[src/rtl/pecc_pkg.sv]
package pecc_pkg;
  localparam int CNT_W = 6;

  typedef struct packed {
    logic             empty;
    logic             uncorr;
    logic [CNT_W-1:0] count;
  } verdict_t;
endpackage

[src/rtl/pecc_report_decode.sv]
module pecc_report_decode
  import pecc_pkg::*;
#(
  parameter int STAT_W    = 32,
  parameter int RPT_W     = 32,
  parameter int EMPTY_BIT = 16,
  parameter int NUM_LANES = 2,
  parameter int LANE_W    = 8
) (
  input  logic [STAT_W-1:0] status_i,
  input  logic [RPT_W-1:0]  report_i,
  output verdict_t          verdict_o
);
  localparam int OK_POS = LANE_W - 1;

  logic [NUM_LANES-1:0] lane_ok;
  logic [CNT_W-1:0]     lane_cnt [NUM_LANES];

  for (genvar k = 0; k < NUM_LANES; k++) begin : g_lane
    assign lane_ok[k]  = report_i[k*LANE_W + OK_POS];
    assign lane_cnt[k] = report_i[k*LANE_W +: CNT_W];
  end

  logic [CNT_W-1:0] worst;
  always_comb begin
    worst = '0;
    for (int k = 0; k < NUM_LANES; k++)
      if (lane_cnt[k] > worst) worst = lane_cnt[k];
  end

  always_comb begin
    verdict_o = '0;
    if (status_i[EMPTY_BIT]) begin
      verdict_o.empty = 1'b1;          // erased page skips decoding
    end else if (&lane_ok) begin
      verdict_o.count = worst;
    end else begin
      verdict_o.uncorr = 1'b1;
    end
  end
endmodule

[src/rtl/pecc_fail_count.sv]
module pecc_fail_count #(
  parameter int W = 16
) (
  input  logic         clk_i,
  input  logic         rst_ni,
  input  logic         clear_i,
  input  logic         bump_i,
  output logic [W-1:0] count_o
);
  localparam logic [W-1:0] TOP = '1;

  always_ff @(posedge clk_i or negedge rst_ni) begin
    if (!rst_ni)                    count_o <= '0;
    else if (clear_i)               count_o <= '0;
    else if (bump_i && count_o != TOP) count_o <= count_o + 1'b1;
  end
endmodule

[src/rtl/page_ecc_verdict.sv]
module page_ecc_verdict
  import pecc_pkg::*;
#(
  parameter int STAT_W    = 32,
  parameter int RPT_W     = 32,
  parameter int EMPTY_BIT = 16,
  parameter int NUM_LANES = 2,
  parameter int LANE_W    = 8,
  parameter int FAIL_W    = 16
) (
  input  logic              clk_i,
  input  logic              rst_ni,
  input  logic              done_i,
  input  logic [STAT_W-1:0] status_i,
  input  logic [RPT_W-1:0]  report_i,
  input  logic              clear_i,
  output logic              valid_o,
  output logic [CNT_W-1:0]  count_o,
  output logic              uncorr_o,
  output logic              empty_o,
  output logic [FAIL_W-1:0] fails_o
);
  verdict_t next_v, cur_v;

  pecc_report_decode #(
    .STAT_W(STAT_W), .RPT_W(RPT_W), .EMPTY_BIT(EMPTY_BIT),
    .NUM_LANES(NUM_LANES), .LANE_W(LANE_W)
  ) u_decode (
    .status_i (status_i),
    .report_i (report_i),
    .verdict_o(next_v)
  );

  always_ff @(posedge clk_i or negedge rst_ni) begin
    if (!rst_ni) begin
      cur_v   <= '0;
      valid_o <= 1'b0;
    end else begin
      valid_o <= done_i;
      if (done_i) cur_v <= next_v;
    end
  end

  pecc_fail_count #(.W(FAIL_W)) u_fails (
    .clk_i  (clk_i),
    .rst_ni (rst_ni),
    .clear_i(clear_i),
    .bump_i (done_i & next_v.uncorr),
    .count_o(fails_o)
  );

  assign count_o  = cur_v.count;
  assign uncorr_o = cur_v.uncorr;
  assign empty_o  = cur_v.empty;
endmodule

[config.mk]
export PLATFORM = sky130hd
export DESIGN_NAME = page_ecc_verdict
export DESIGN_NICKNAME = d
export VERILOG_FILES = /design/src/rtl/pecc_pkg.sv /design/src/rtl/pecc_report_decode.sv /design/src/rtl/pecc_fail_count.sv /design/src/rtl/page_ecc_verdict.sv
export SDC_FILE = /design/constraint.sdc
export NUM_CORES = 1
export LEC_CHECK = 0
export ABC_AREA = 1
export BUFFER_PORTS_ARGS = -buffer_cell sky130_fd_sc_hd__buf_4
export CELL_PAD_IN_SITES_DETAIL_PLACEMENT = 1
export CELL_PAD_IN_SITES_GLOBAL_PLACEMENT = 1
export CORE_ASPECT_RATIO = 2
export CORE_MARGIN = 5
export CORE_UTILIZATION = 29
export CTS_CLUSTER_DIAMETER = 30
export CTS_CLUSTER_SIZE = 24
export DETAILED_ROUTE_END_ITERATION = 12
export GPL_ROUTABILITY_DRIVEN = 1
export HOLD_SLACK_MARGIN = 0.06
export PLACE_DENSITY = 0.91
export SYNTH_ARGS = -nofsm -noshare
export SYNTH_HDL_FRONTEND = slang
export SYNTH_SLANG_ARGS = --single-unit
[constraint.sdc]
create_clock -name clk_i -period 2.3 [get_ports clk_i]
set_clock_uncertainty 0.2 [all_clocks]
set_input_delay 0.23 -clock clk_i [delete_from_list [all_inputs] [get_ports clk_i]]
set_output_delay 0.23 -clock clk_i [all_outputs]
set_load 0.02 [all_outputs]
# Word-level counts from Yosys, hierarchy flattened
# Cells that the tools add are included.
word_totals:
  ram_bits: 0
  ff_bits: 25
  rom_bits: 0
  elab_cells: 21
  mem_count: 0
  latch_bits: 0
op_classes:
  bitwise: 1
  div: 0
  n_eq_ne: 1
  multipliers: 0
  shift: 0
  n_addsub: 1
  n_mux: 8
  n_lt_le_gt_ge: 2
  n_reduce_logical: 3
ops:
  columns: ["op", "count"]
  rows:
  - ["16-bit 2-to-1 mux", 2]
  - ["6-bit 2-to-1 mux", 3]
  - ["16-bit by 1-bit adder with 16-bit output (second input constant)", 1]
  - ["16-bit != test (second input constant)", 1]
  - ["7-bit 2-to-1 mux", 1]
  - ["6-bit by 1-bit greater-than comparator with 1-bit output (second input constant)", 1]
  - ["6-bit greater-than comparator", 1]
  - ["1-bit 2-to-1 mux", 2]
  - ["2-bit AND reduction", 1]
  - ["2-bit nonzero test", 1]
  - ["1-bit AND", 1]
  - ["1-bit logical AND", 1]

# Logic depth before layout (Yosys ltp)
logic_depth:
  ltp_word: 10
  depth_mapped: 11
  mapped_depth_nobuf: 11

# Hierarchy
# Synthesis repeated with hierarchy kept, for this count alone.
unflattened:
  cells_unflattened: 244
  hier_area_um2: 1759.2
by_module_without_submodules:
  columns: ["module", "instances", "area_per_inst_um2", "seq_area_each_um2", "cells_per_inst"]
  rows:
  - ["pecc_fail_count", 1, 1037.2, 400.4, 144]
  - ["pecc_report_decode", 1, 387.9, 0.0, 64]
  - ["page_ecc_verdict", 1, 334.1, 225.2, 36]

# Least setup slack after synthesis
# Ideal clock, no wire load.
synth_path:
  kind: "reg-to-reg"
  startpoint: "reg u_fails.count_o[1]"
  endpoint: "reg u_fails.count_o[12]"
  synth_period_minus_slack_ns: 1.868
  t_arrival_ns: 1.550
  t_required_ns: 1.982
  path_buffers: 1
  path_stages_with_launch: 10
  path_slack_ns: 0.432
  path_cell_list: "dfrtp_1 > ha_1 > nand2_1 > nor2_4 > nand2_4 > nor2_4 > nor2_1 > buf_2 > nand4_1 > nand2_1"
synth_between:
  elab_chain_cells: 3
  word_cells_on_any_way: 6
synth_lines:
  columns: ["item", "line_no", "source"]
  rows:
  - ["start: declaration", "pecc_fail_count.sv:8", "output logic [W-1:0] count_o"]
  - ["start signal: assignment", "pecc_fail_count.sv:15", "else if (bump_i && count_o != TOP) count_o <= count_o + 1'b1;"]
  - ["16-bit by 1-bit adder with 16-bit output or 16-bit != test (tied branches)", "pecc_fail_count.sv:15", null]
  - ["16-bit 2-to-1 mux or 1-bit logical AND (tied branches)", "pecc_fail_count.sv:15", null]
  - ["16-bit 2-to-1 mux or 2-bit nonzero test (tied branches)", null, null]
# Parallel ways exist; a longest one is shown, timed or not. The select of a mux whose other input is x is not followed.
# A chain may end at the register's enable or synchronous reset.

# Worst setup path in the final report
layout_path:
  startpoint: "reg u_fails.count_o[0]"
  endpoint: "reg u_fails.count_o[6]"
# Same word-level chain as after synthesis.

==> flow_results.org <==
** Synth
- After synthesis the netlist holds a flip-flop and latch count of 25.
- Syn. warnings :: 0
- Library cells used by synthesis :: 23
- Multiplexer cells account for 0% of the synthesized area.
- The synthesized design contains 0 enable-type register cells.
- After synthesis, the share of flip-flops with an asynchronous set or reset is 100.0%.
- For this run, the register share of the synthesized area comes to 38.67%.
- The most common cell in the synthesized netlist is nand2_1.
- Mean instance size in the synthesized netlist :: 6.973 µm²
- Dominant combinational cell family by area after synthesis :: simple AND/OR/NAND/NOR gates
- Summing the areas of all compound-gate instances in the mapped netlist gives 4.408% of the synthesized area.
- Fraction of the mapped netlist area in adder cells :: 5.414%
- Most used flip-flop cell after synthesis :: dfrtp_1
- Sorting the synthesized cells by area gives the leading types as dfrtp_1, nand2_1, nand3_1.
- Nets in the synthesized netlist :: 307
- Cell Area, Synth :: 1618 µm²
- Xor and xnor area share after synthesis :: 2.707%
- Summed over its instances, the top area cell type makes up 38.67% of the synthesized netlist area.
- Cells after Synth :: 232
- Summing the areas of all and, or, nand and nor instances in the mapped netlist gives 40.76% of the synthesized area.
- The biggest area contributor in the post-synthesis netlist is dfrtp_1.
- Cell types with the highest counts after synthesis :: nand2_1, inv_1, dfrtp_1

** Clock network
- For this design, the sink count on the clock tree is 25.
- TritonCTS built the clock tree.
- TritonCTS created 3 clock buffers.
- Clock root buffer :: clkbuf_8
- In this run the deepest clock path goes through 2 buffers.
- Register clock-pin slew on the reported worst setup and hold paths :: 0.09 ns
- The later pin in the worst-skew pair is clocked with a latency of 0.28 ns.
- CTS built an H-tree with a depth of 1.

** Final layout
- Area Overhead vs Synth :: 28.38%
- Cells with a size suffix above 1 make up 20.07% of the layout.
- For this run, the post-layout net count is 355.
- Fill cells in the final layout number 738.
- The number of antenna diodes in the final layout is 0.

** Routing
- Remaining antenna violation count :: 0
- For this block, the via count after detailed routing is 1749.
- In the final routed layout, each cell accounts on average for 15.11 µm.
- Violation count after the first detailed-routing iteration :: 27
- For this run, design rule violations remaining after detail routing come to 0.
- Post-detailed-routing wire length :: 5123 µm
- Vias per inst :: 5.159
- Detailed Routing Iterations Pass 1 :: 4

** Global routing
- First-pass GRT wire length :: 8583 µm
- Largest net degree at the start of global routing :: 26
- Remaining global-route overflow :: 0
- The via count of the first global-routing pass was 1939.
- Number of antenna violations at the first check in global routing :: 0
- Global Route Usage Sum :: 14.61%

** Worst setup path
- The worst setup path is launched from a flip-flop.
- STA puts the critical path data required time at 2.27 ns.
- Critical Path Fanout Max :: 14
- Start of the worst register-to-register path :: u_fails.count_o[0]
- R2R depth :: 9
- Arrival time of data at the critical path endpoint :: 2.06 ns
- R2r setup slk :: 0.22 ns
- The critical path is of the flip-flop to flip-flop type.
- Worst flop-to-flop path endpoint :: u_fails.count_o[6]
- The worst setup path is captured at a flip-flop.

** Job
- The tool flagged a number of max-cap violations equal to 0.

** STA
- Number of endpoints failing setup at the final stage :: 0
- Final worst slack :: 0.2158 ns
- Achievable clock frequency :: 0.4798 GHz
- At the pin with the least slew margin, the transition time is 0.5535 ns.
- The hold violation count in the final report was 0.
- Shortest clock period the worst path allows after layout :: 2.084 ns
- The total count of max-transition violations in the final report is 0.
- Final TNS setup :: 0 ns
- Worst relative slew slack :: 63.06%
- Unrepaired setup endpoints after global routing :: false
- Post-route clock period utilization :: 90.62%

** Die
- The core region is 5420 µm².
- Row count :: 38
- Area of the die :: 7263 µm²
- The floorplan step set the die width to 62.82 µm.
- From bottom edge to top edge, the die measures 115.6 µm.
- Once the floorplan was initialized, standard cells occupied 29.85% of the core.
- Number of top-level pins :: 93

** Power
- LEAKAGE :: 1.103 nW
- For this design the ratio of total power to cell area is 431.8 nW/µm².
- IR drop worst, VDD :: 0.0002655 V

** Place
- I/O Buffers :: 43
- Final Wtd Congestion :: 0.8070
- DP Worst Slack :: 0.02648 ns
- Detail Placement HPWL :: 4124 µm

** Min path
- The worst hold path belongs to the class primary input to flip-flop.
- Hold Crit Start :: report_i[0]
- The worst hold path terminates at count_o[0].
- Hold path depth :: 5

** Outcome
- The run finished with clean final reports.
-- flip-flops by register name, indices dropped and copies added, names as in the netlist --
name and flops:
u_fails.count_o 16, empty_o 1, count_o 6, valid_o 1, uncorr_o 1
-- routing by layer --
metal	routed length [µm]	GRT usage, %
met5	0	0
met1	1637	12.30
met2	3155	31.37
met3	219	2.619
met4	111	6.232
-- stage by stage --
stage | cells | cell area (µm²) | total power (W) | hold WS [ns] | utilization [%]
global route | 339 | 2077 | 0.0009345 | 0.09981 | 38.32
finish | 339 | 2077 | 0.0008968 | 0.06455 | 38.32
floorplan | 232 | 1618 | 0.0005460 | -0.2656 | -
global placement | 332 | 1999 | 0.0006153 | -0.04287 | 36.89
detailed placement | 332 | 1999 | 0.0006242 | -0.03786 | 36.89
CTS | 339 | 2077 | 0.0009044 | 0.06844 | 38.32
-- logic make-up (layout without fill, tap and decap cells) --
kind of cell,after synthesis,count (layout)
buffers and inverters,32,79
and+or+nand+nor,153,153
adders and majority gates,7,7
AOI/OAI and AO/OA,10,10
xor gates and xnor gates,5,5
DFF,25,25
-- layout by cell type, fill, tap and decap left out, types with 2 or more instances in the layout --
cell,count
nor2_1,23
xor2_1,4
dlygate4sd3_1,3
nor2_4,2
nand4_1,13
ha_1,7
buf_4,44
inv_1,26
o21bai_1,4
dfrtp_1,25
o21ai_0,4
nor2_2,2
clkbuf_8,3
nand2_1,91
nand3_1,20
-- worst max-delay path, stage by stage, from the launching register on --
cell and delay (ns):
dfrtp_1 0.43, ha_1 0.27, nand2_1 0.15, nor2_4 0.08, nand2_4 0.09, nor2_4 0.05, o21ai_4 0.23, clkinv_2 0.28
nand2_1 0.13, nand2_1 0.06
-- how the worst max path moves through the flow --
stage,start,slack (ns),cells after the start,end
after global routing,u_fails.count_o[1],0.08,9,u_fails.count_o[8]
final,u_fails.count_o[0],0.22,9,u_fails.count_o[6]
after global placement,u_fails.count_o[1],0.04,8,u_fails.count_o[10]
after detailed placement,u_fails.count_o[1],0.03,8,u_fails.count_o[10]
after floorplan,u_fails.count_o[1],0.43,9,u_fails.count_o[12]
after CTS,u_fails.count_o[1],0.20,9,u_fails.count_o[6]
-- power breakdown --
group | internal [W] | switching, W | leakage (nW) | total, W
registers | 0.000450 | 0.00000733 | 0.341 | 0.000457
logic | 0.0000624 | 0.0000967 | 0.739 | 0.000159
clock network | 0.000124 | 0.000156 | 0.0228 | 0.000280
-- layout make-up --
cell class | count | area [µm²] | area share (%)
clock buffers | 4 | 45.04 | 2.169
multi-input cells | 175 | 864.6 | 41.63
inverters | 28 | 106.4 | 5.120
flip-flops and latches | 25 | 625.6 | 30.12
well taps | 60 | 75.07 | 3.614
repair buffers | 47 | 360.3 | 17.35
-- what timing repair did --
action | in CTS | in global routing
resized for setup | 1 | 0
buffers inserted | 0 | 0
endpoints found under the setup margin | 2 | 0
hold buffers | 3 | 0
endpoints found under the hold margin | 29 | 0
Note: power is estimated with default switching activity, not from simulation.
